## src/rtl/ea_pkg.sv

```systemverilog
package ea_pkg;

  typedef enum logic [3:0] {
    AM_REG    = 4'd0,
    AM_IMM    = 4'd1,
    AM_DISP   = 4'd2,
    AM_RIND   = 4'd3,
    AM_IDX    = 4'd4,
    AM_ABS    = 4'd5,
    AM_MIND   = 4'd6,
    AM_AINC   = 4'd7,
    AM_ADEC   = 4'd8,
    AM_SCALED = 4'd9
  } am_e;

  typedef enum logic [2:0] {
    ST_IDLE  = 3'd0,
    ST_ADDR  = 3'd1,
    ST_READ1 = 3'd2,
    ST_READ2 = 3'd3,
    ST_WB    = 3'd4
  } st_e;

  // Modes in the range 2..9 touch memory; everything else is resolved in place.
  function automatic logic am_needs_mem(logic [3:0] m);
    return (m >= AM_DISP) && (m <= AM_SCALED);
  endfunction

  function automatic logic am_is_chain(logic [3:0] m);
    return m == AM_MIND;
  endfunction

  function automatic logic am_updates_base(logic [3:0] m);
    return (m == AM_AINC) || (m == AM_ADEC);
  endfunction

endpackage

```

## src/rtl/ea_addr_gen.sv

```systemverilog
module ea_addr_gen
  import ea_pkg::*;
#(
  parameter int AW    = 32,
  parameter int LIT_W = 16
) (
  input  logic [3:0]       mode,
  input  logic [1:0]       size_code,
  input  logic [LIT_W-1:0] literal,
  input  logic [AW-1:0]    base_val,
  input  logic [AW-1:0]    index_val,
  output logic [AW-1:0]    ea,
  output logic [AW-1:0]    direct_val,
  output logic [AW-1:0]    wb_val
);

  function automatic logic [AW-1:0] sext_lit(logic [LIT_W-1:0] v);
    return {{(AW-LIT_W){v[LIT_W-1]}}, v};
  endfunction

  function automatic logic [AW-1:0] size_step(logic [1:0] sc);
    return AW'(1) << sc;
  endfunction

  function automatic logic [AW-1:0] scale_idx(logic [AW-1:0] v, logic [1:0] sc);
    return v << sc;
  endfunction

  logic [AW-1:0] lit_x;
  logic [AW-1:0] step;
  logic [AW-1:0] base_dec;

  assign lit_x    = sext_lit(literal);
  assign step     = size_step(size_code);
  assign base_dec = base_val - step;

  always_comb begin
    ea         = base_val;
    wb_val     = base_val;
    direct_val = base_val;
    case (mode)
      AM_IMM:    direct_val = lit_x;
      AM_DISP:   ea = lit_x + base_val;
      AM_RIND:   ea = base_val;
      AM_IDX:    ea = base_val + index_val;
      AM_ABS:    ea = lit_x;
      AM_MIND:   ea = base_val;
      AM_AINC: begin
        ea     = base_val;
        wb_val = base_val + step;
      end
      AM_ADEC: begin
        ea     = base_dec;
        wb_val = base_dec;
      end
      AM_SCALED: ea = lit_x + base_val + scale_idx(index_val, size_code);
      default:   direct_val = base_val;
    endcase
  end

endmodule

```

## src/rtl/ea_ctrl.sv

```systemverilog
module ea_ctrl
  import ea_pkg::*;
#(
  parameter int AW     = 32,
  parameter int LIT_W  = 16,
  parameter int RIDX_W = 4
) (
  input  logic              clk,
  input  logic              rst_n,
  input  logic              start,
  input  logic [3:0]        mode_in,
  input  logic [RIDX_W-1:0] base_in,
  input  logic [RIDX_W-1:0] index_in,
  input  logic [1:0]        size_in,
  input  logic [LIT_W-1:0]  lit_in,
  output logic [3:0]        mode_q,
  output logic [RIDX_W-1:0] base_q,
  output logic [RIDX_W-1:0] index_q,
  output logic [1:0]        size_q,
  output logic [LIT_W-1:0]  lit_q,
  input  logic [AW-1:0]     ea_in,
  input  logic [AW-1:0]     direct_in,
  input  logic [AW-1:0]     wb_in,
  output logic              mem_req,
  output logic [AW-1:0]     mem_addr,
  input  logic              mem_rvalid,
  input  logic [AW-1:0]     mem_rdata,
  output logic              busy,
  output logic              done,
  output logic [AW-1:0]     operand,
  output logic              wb_en,
  output logic [AW-1:0]     wb_data,
  output logic              ev_accept,
  output logic              ev_read_done
);

  st_e           state, state_nx;
  logic [AW-1:0] addr_q;
  logic [AW-1:0] data_q;
  logic [AW-1:0] wbv_q;
  logic          in_read;

  assign in_read      = (state == ST_READ1) || (state == ST_READ2);
  assign ev_accept    = (state == ST_IDLE) && start;
  assign ev_read_done = in_read && mem_rvalid;

  always_comb begin
    state_nx = state;
    case (state)
      ST_IDLE:  if (start) state_nx = ST_ADDR;
      ST_ADDR:  state_nx = am_needs_mem(mode_q) ? ST_READ1 : ST_WB;
      ST_READ1: if (mem_rvalid) state_nx = am_is_chain(mode_q) ? ST_READ2 : ST_WB;
      ST_READ2: if (mem_rvalid) state_nx = ST_WB;
      ST_WB:    state_nx = ST_IDLE;
      default:  state_nx = ST_IDLE;
    endcase
  end

  always_ff @(posedge clk) begin
    if (!rst_n) begin
      state   <= ST_IDLE;
      mode_q  <= '0;
      base_q  <= '0;
      index_q <= '0;
      size_q  <= '0;
      lit_q   <= '0;
      addr_q  <= '0;
      data_q  <= '0;
      wbv_q   <= '0;
    end else begin
      state <= state_nx;
      if (ev_accept) begin
        mode_q  <= mode_in;
        base_q  <= base_in;
        index_q <= index_in;
        size_q  <= size_in;
        lit_q   <= lit_in;
      end
      if (state == ST_ADDR) begin
        addr_q <= ea_in;
        wbv_q  <= wb_in;
        data_q <= direct_in;
      end
      if (ev_read_done) begin
        if ((state == ST_READ1) && am_is_chain(mode_q)) addr_q <= mem_rdata;
        else data_q <= mem_rdata;
      end
    end
  end

  assign busy     = (state != ST_IDLE);
  assign mem_req  = in_read;
  assign mem_addr = addr_q;
  assign done     = (state == ST_WB);
  assign operand  = data_q;
  assign wb_en    = done && am_updates_base(mode_q);
  assign wb_data  = wbv_q;

endmodule

```

## src/rtl/ea_unit.sv

```systemverilog
module ea_unit
  import ea_pkg::*;
#(
  parameter int AW     = 32,
  parameter int LIT_W  = 16,
  parameter int RIDX_W = 4
) (
  input  logic              clk,
  input  logic              rst_n,
  input  logic              start,
  input  logic [3:0]        mode,
  input  logic [RIDX_W-1:0] base_sel,
  input  logic [RIDX_W-1:0] index_sel,
  input  logic [1:0]        size_code,
  input  logic [LIT_W-1:0]  literal,
  output logic [RIDX_W-1:0] rf_a_addr,
  input  logic [AW-1:0]     rf_a_data,
  output logic [RIDX_W-1:0] rf_b_addr,
  input  logic [AW-1:0]     rf_b_data,
  output logic              mem_req,
  output logic [AW-1:0]     mem_addr,
  input  logic              mem_rvalid,
  input  logic [AW-1:0]     mem_rdata,
  output logic              busy,
  output logic              done,
  output logic [AW-1:0]     operand,
  output logic              wb_en,
  output logic [RIDX_W-1:0] wb_idx,
  output logic [AW-1:0]     wb_data
);

  logic [3:0]        mode_q;
  logic [RIDX_W-1:0] base_q, index_q;
  logic [1:0]        size_q;
  logic [LIT_W-1:0]  lit_q;
  logic [AW-1:0]     ea_w, direct_w, wbv_w;
  logic              ev_accept, ev_read_done;

  ea_addr_gen #(.AW(AW), .LIT_W(LIT_W)) u_gen (
    .mode       (mode_q),
    .size_code  (size_q),
    .literal    (lit_q),
    .base_val   (rf_a_data),
    .index_val  (rf_b_data),
    .ea         (ea_w),
    .direct_val (direct_w),
    .wb_val     (wbv_w)
  );

  ea_ctrl #(.AW(AW), .LIT_W(LIT_W), .RIDX_W(RIDX_W)) u_ctrl (
    .clk          (clk),
    .rst_n        (rst_n),
    .start        (start),
    .mode_in      (mode),
    .base_in      (base_sel),
    .index_in     (index_sel),
    .size_in      (size_code),
    .lit_in       (literal),
    .mode_q       (mode_q),
    .base_q       (base_q),
    .index_q      (index_q),
    .size_q       (size_q),
    .lit_q        (lit_q),
    .ea_in        (ea_w),
    .direct_in    (direct_w),
    .wb_in        (wbv_w),
    .mem_req      (mem_req),
    .mem_addr     (mem_addr),
    .mem_rvalid   (mem_rvalid),
    .mem_rdata    (mem_rdata),
    .busy         (busy),
    .done         (done),
    .operand      (operand),
    .wb_en        (wb_en),
    .wb_data      (wb_data),
    .ev_accept    (ev_accept),
    .ev_read_done (ev_read_done)
  );

  assign rf_a_addr = base_q;
  assign rf_b_addr = index_q;
  assign wb_idx    = base_q;

endmodule

```

## config.mk

```make
export PLATFORM = sky130hd
export DESIGN_NAME = ea_unit
export DESIGN_NICKNAME = d
export VERILOG_FILES = /design/src/rtl/ea_pkg.sv /design/src/rtl/ea_addr_gen.sv /design/src/rtl/ea_ctrl.sv /design/src/rtl/ea_unit.sv
export SDC_FILE = /design/constraint.sdc
export NUM_CORES = 1
export LEC_CHECK = 0
export CAP_MARGIN = 20
export CORE_MARGIN = 5
export CORE_UTILIZATION = 60
export DETAILED_ROUTE_END_ITERATION = 6
export GPL_TIMING_DRIVEN = 0
export HOLD_SLACK_MARGIN = 0.06
export PLACE_DENSITY = 0.89
export SLEW_MARGIN = 20
export SYNTH_ARGS = -nofsm -noshare
export SYNTH_HDL_FRONTEND = slang
export SYNTH_HIERARCHICAL = 1
export SYNTH_SLANG_ARGS = --single-unit
```

## constraint.sdc

```tcl
create_clock -name clk -period 10.15 [get_ports clk]
set_clock_uncertainty 0.2 [all_clocks]
set_input_delay 2.5375 -clock clk [delete_from_list [all_inputs] [get_ports clk]]
set_output_delay 2.5375 -clock clk [all_outputs]
set_load 0.02 [all_outputs]
```

# ---- Word-level counts from Yosys, hierarchy flattened
# Cells that the tools add are included.
dict set report op_classes {
  add_sub_neg 5
  magnitude_cmp 2
  eq_ne 15
  shifts 2
  mux 15
  reduce_logical 10
}
# operator n
set op_table {}
lappend op_table {{two-way mux 32 bit} 7}
lappend op_table {{case mux 32 bit (5 select lines)} 1}
lappend op_table {{adder 32 bit} 4}
lappend op_table {{case mux 32 bit (2 select lines)} 1}
lappend op_table {{<< shifter 1 x 2 -> 32 bit (first input constant)} 1}
lappend op_table {{<< shifter 32 x 2 -> 32 bit} 1}
lappend op_table {{subtractor 32 bit} 1}
lappend op_table {{equality test 4 x 3 -> 1 bit (second input constant)} 4}
lappend op_table {{two-way mux 3 bit} 5}
lappend op_table {{case mux 3 bit (4 select lines)} 1}
lappend op_table {{equality test 4 bit (second input constant)} 2}
lappend op_table {{equality test 3 x 2 -> 1 bit (second input constant)} 2}
lappend op_table {{inequality test 2 bit (second input constant)} 3}
lappend op_table {{logical AND 1 bit} 5}
lappend op_table {{equality test 4 x 1 -> 1 bit (second input constant)} 1}
lappend op_table {{equality test 4 x 2 -> 1 bit (second input constant)} 1}
lappend op_table {{greater-or-equal comparator 4 x 2 -> 1 bit (second input constant)} 1}
lappend op_table {{<= comparator 4 bit (second input constant)} 1}
lappend op_table {{equality test 3 x 1 -> 1 bit (second input constant)} 1}
lappend op_table {{equality test 3 bit (second input constant)} 1}
lappend op_table {{zero test 3 bit} 1}
lappend op_table {{AND reduction 3 bit} 1}
lappend op_table {{nonzero test 3 bit} 1}
lappend op_table {{logical OR 1 bit} 2}
dict set report totals {
  register_bits 129
  output_inout_bits 112
}

# ---- Longest topological paths before layout
dict set report depth {
  ltp_word 6
  mapped_depth 25
}

# ---- By module
# Netlist, hierarchy kept.
# mod n_inst cells_per_inst area_each_um2 seq_area_each_um2
set modules_own_cells {}
lappend modules_own_cells {ea_addr_gen 1 1304 8763.4 0.0}
lappend modules_own_cells {ea_ctrl 1 638 5331.4 2582.5}
lappend modules_own_cells {ea_unit 1 4 30.0 0.0}

# ---- Least setup slack after synthesis
# OpenSTA, ideal clock, no wires.
dict set report synth_timing {
  path_kind {in2reg}
  startpoint {input port rf_a_data[0]}
  endpoint {register u_ctrl.addr_q[30] (netlist: u_ctrl/mem_addr[30])}
  arrival_ns 6.637
  slack_ns 3.176
  stages 23
  n_path_buf 0
  path_cell_list {ha_1 inv_1 fa_1 nor2b_1 o21ai_0 a21o_1 a21oi_1 a21oi_1 o21ai_0 xnor2_1 ha_1 a21o_1 a211oi_1 nor2_1 a211o_1 a31oi_1 o311a_1 o31ai_1 a2111oi_0 mux2i_1 nand4_1 nand2_1 a31oi_1}
}
dict set report synth_via {
  elab_chain_cells 6
}
# element line
set synth_rtl {}
lappend synth_rtl {{start: declaration} ea_unit.sv:17} ;# input logic [AW-1:0] rf_a_data,
lappend synth_rtl {{adder 32 bit} {ea_addr_gen.sv:43, ea_addr_gen.sv:56}}
lappend synth_rtl {{adder 32 bit} ea_addr_gen.sv:56} ;# AM_SCALED: ea = lit_x + base_val + scale_idx(index_val, size_code);
lappend synth_rtl {{case mux 32 bit (5 select lines) (*)} ea_addr_gen.sv:41} ;# case (mode)
lappend synth_rtl {{named net ea_w[30]} ea_unit.sv:36} ;# logic [AW-1:0] ea_w, direct_w, wbv_w;
lappend synth_rtl {{two-way mux 32 bit (*)} ea_ctrl.sv:79} ;# if (state == ST_ADDR) begin
lappend synth_rtl {{two-way mux 32 bit} ea_ctrl.sv:85} ;# if ((state == ST_READ1) && am_is_chain(mode_q)) addr_q <= mem_rdata;
lappend synth_rtl {{two-way mux 32 bit (*)} ea_ctrl.sv:84} ;# if (ev_read_done) begin
lappend synth_rtl {{end signal: assignment} ea_ctrl.sv:80} ;# addr_q <= ea_in;
lappend synth_rtl {{end signal: assignment} ea_ctrl.sv:85}
lappend synth_rtl {{end: declaration} ea_ctrl.sv:38} ;# logic [AW-1:0] addr_q;
# Mark *: on every way through the listed nets, which the timed path passes. The rest lies on a longest branch.
# A chain may end at the register's enable or synchronous reset.

# ---- Worst setup path after layout
dict set report layout_timing {
  startpoint {input port rf_a_data[1]}
  endpoint {register u_ctrl.addr_q[30] (netlist: u_ctrl/mem_addr[30])}
}
# Same word-level chain as after synthesis.

==> results.ini <==
[timing]
layout_min_cycle_time_ns=8.64
fin_crit_sh_pct=85.1
rsz0062_at_grt=no
setup-violations-final=0
drv_slew=0
holdWs_ns=0.265
slew-limit-headroom_pct=24.8
hold_violations=0
worst-slew-pin-transition_ns=1.12
max_freq_mhz=116
finalSetupTns_ns=0

[finish]
drive_above_1_share_pct=5.32
num_antenna_cells=0
nFillCells=1829
syn2layout_area_growth_pct=24.1
seqCellArea_um2=2580
multiInputGateArea_um2=10700
nets=2440

[routing]
routed_wl_mm=61.1
top_layer_used=met4
first_pass_iters=7
met3WireLength_mm=7.75
vias=17500
drc=1
wl_met2_mm=26.2
detail_route.wl_per_cell_um=24.1
drt-met1-wl_mm=21.7
via_per_inst=6.89
final_antenna_net_count=0
first_iter_violations=2900

[hold_path]
hold_class=reg -> reg

[placement]
portBuffers=239
dpl.hpwl_mm=46.9
place_congestion=1.05

[clock_tree]
holdBufCountCts=0
ctsResizeCount=0
cts_sinks=129
clk_pin_slew_worst_paths_ns=0.06
clock-root-buffer=clkbuf_16
cts_buffers=17
ctsHtreeMaxLevel=4
clock_latency_ns=0.42
post_cts_buffers=0
tritoncts=built
cts_buffer_depth=2

[setup_path]
cp-start-kind=primary input
slowest_delay_ns=0.86
crit_fanout=9
required_ns=10.23
cp.arrival_ns=8.72
crit_slowest_cell=a2111oi_0
critPathCaptureType=register
path_class=in -> reg
crit_chain=clkdlybuf4s50_1 -> inv_1 -> fa_1 -> nor2b_1 -> o21ai_0 -> a21o_1 -> a211oi_1 -> or3_1 -> a21oi_1 -> xnor2_1 -> ha_1 -> o21ai_0 -> nor2_1 -> a211o_1 -> a31oi_1 -> o311a_1 -> o31ai_1 -> a2111oi_0 -> mux2i_1 -> nand4_1 -> nand2_1 -> a31oi_1

[synthesis]
yosys-top-cells-count=nand2_1 (366), a21oi_1 (185), nor2_1 (142)
synth-edff-count=0
yosysWarnings=6
synth-seq-cells=129
yosysTopAreaCellShare_pct=18.3
synthesis.area_um2=14100
syn_area_per_cell_um2=7.26
synth_top_area_cell=dfxtp_1
yosysUniqueCellTypes=83
synthTopCellsByArea=dfxtp_1 (18%), nand2_1 (9.7%), ha_1 (8.9%), a21oi_1 (6.6%), xnor2_1 (5.1%)
synth_most_common_cell=nand2_1
syn_nets=2182
synth-main-ff-cell=dfxtp_1
syn_inst=1946
ys_seq_area_share_pct=18.3
synthArstFlopShare_pct=0

[power_and_ir_drop]
pwr_density_cell_nw_per_um2=168
power_mw=2.95
power_leakage_nw=6.85
ir_drop_uv=128

[die]
start_util_pct=60.5
dieHeight_um=163
dieWidth_um=163
fp-row-count=56
die-area_um2=26700
ios=242
coreArea_um2=23300

[global_route]
antenna_found_initial=0
grt_overflow=0
track_usage_pct=43.4
grt_max_degree=22
grt_pass1_wl_mm=90.9
grt_pass1_vias=16500

[flow_run]
drv_cap=0

[outcome]
violations=DRC
status=complete, but fails checks

-- per-stage QoR --
stage | instances | setup slack (ns) | util [%] | cell area, um2
floorplan | 1946 | 3.18 | - | 14100
global placement | 2504 | 1.32 | 72.5 | 16900
detailed placement | 2504 | 1.26 | 72.5 | 16900
CTS | 2536 | 1.66 | 75.1 | 17500
global route | 2536 | 1.28 | 75.1 | 17500
finish | 2536 | 1.51 | 75.1 | 17500
-- flip-flops by register name, indices dropped and copies added (netlist names) --
register / cells
u_ctrl/size_q: 2
u_ctrl/mode_q: 4
u_ctrl/lit_q: 16
u_ctrl/state: 3
u_ctrl/mem_addr: 32
u_ctrl/operand: 32
u_ctrl/wb_data: 32
u_ctrl/base_q: 4
u_ctrl/index_q: 4
-- layer usage --
| layer | global-route usage [%] | up-vias |
|---|---|---|
| met2 | 66.5 | 1531 |
| met3 | 9.13 | 401 |
| met4 | 30.7 | 0 |
| li1 | - | 7660 |
| met1 | 54.3 | 7885 |
| met5 | 0 | - |
-- layout make-up --
cell class | count | share of cell area [%]
Clock buffer | 17 | 2.43
Clock inverter | 15 | 1.04
Timing Repair Buffer | 239 | 13.7
Inverter | 44 | 0.942
Sequential cell | 129 | 14.7
Buffer | 143 | 3.76
Tap cell | 319 | 2.28
Multi-Input combinational cell | 1630 | 61.2
-- cell usage in the layout (no fill, tap or decap), types with 13 or more instances in the layout --
cell type / Yosys / routed
o31ai_1: 35 / 35
o21ai_0: 72 / 72
a21o_1: 56 / 56
nand3_1: 29 / 29
a211oi_1: 13 / 13
nand4_1: 17 / 17
xor2_1: 39 / 39
o21a_1: 18 / 18
clkbuf_1: 99 / 99
clkbuf_16: 0 / 17
inv_1: 41 / 41
and3_1: 16 / 16
a31oi_1: 57 / 57
a221oi_1: 54 / 54
mux4_2: 24 / 24
mux2i_1: 44 / 44
clkdlybuf4s50_1: 0 / 239
nor3_1: 37 / 37
or3_1: 18 / 18
xnor2_1: 83 / 83
ha_1: 101 / 101
buf_2: 20 / 20
nand2b_1: 24 / 24
dfxtp_1: 129 / 129
nor2_1: 142 / 142
nor2b_1: 16 / 16
nand2_1: 366 / 366
a21oi_1: 185 / 185
-- cells by family after synthesis --
kind of cell / after synthesis / share of synthesized area (%)
adder cells (fa/ha/maj): 106 / 9.66
AND/OR/NAND/NOR: 726 / 23.2
multiplexers: 69 / 7.02
buffers and inverters: 187 / 5.84
AO/OA/AOI/OAI: 607 / 28.5
XOR/XNOR: 122 / 7.56
flip-flops: 129 / 18.3
-- worst max-delay path, delay by kind of cell --
kind	cells	cell delay [ns]
simple gates	5	0.64
mux	1	0.35
buf+inv	2	1.00
fa+ha+maj	2	0.80
xor+xnor	1	0.21
compound gates	11	3.15
-- report_power, final --
group          internal (mW)  total [mW]  switching (mW)
logic                  0.662        1.67            1.01
registers              0.577       0.639          0.0629
clock network          0.389       0.642           0.252
total                   1.63        2.95            1.32
-- worst paths after layout --
path | startpoint | end | slack (ns) | cells after the start
max | rf_a_data[1] | u_ctrl/mem_addr[30]$_SDFF_PN0_ | 1.51 | 22
min | u_ctrl/index_q[3]$_SDFFE_PN0P_ | u_ctrl/index_q[3]$_SDFFE_PN0P_ | 0.26 | 2
max reg2reg | u_ctrl/size_q[0]$_SDFFE_PN0P_ | u_ctrl/mem_addr[30]$_SDFF_PN0_ | 3.47 | 19
min reg2reg | u_ctrl/index_q[3]$_SDFFE_PN0P_ | u_ctrl/index_q[3]$_SDFFE_PN0P_ | 0.26 | 2
Power figures use the tool's default switching activity.
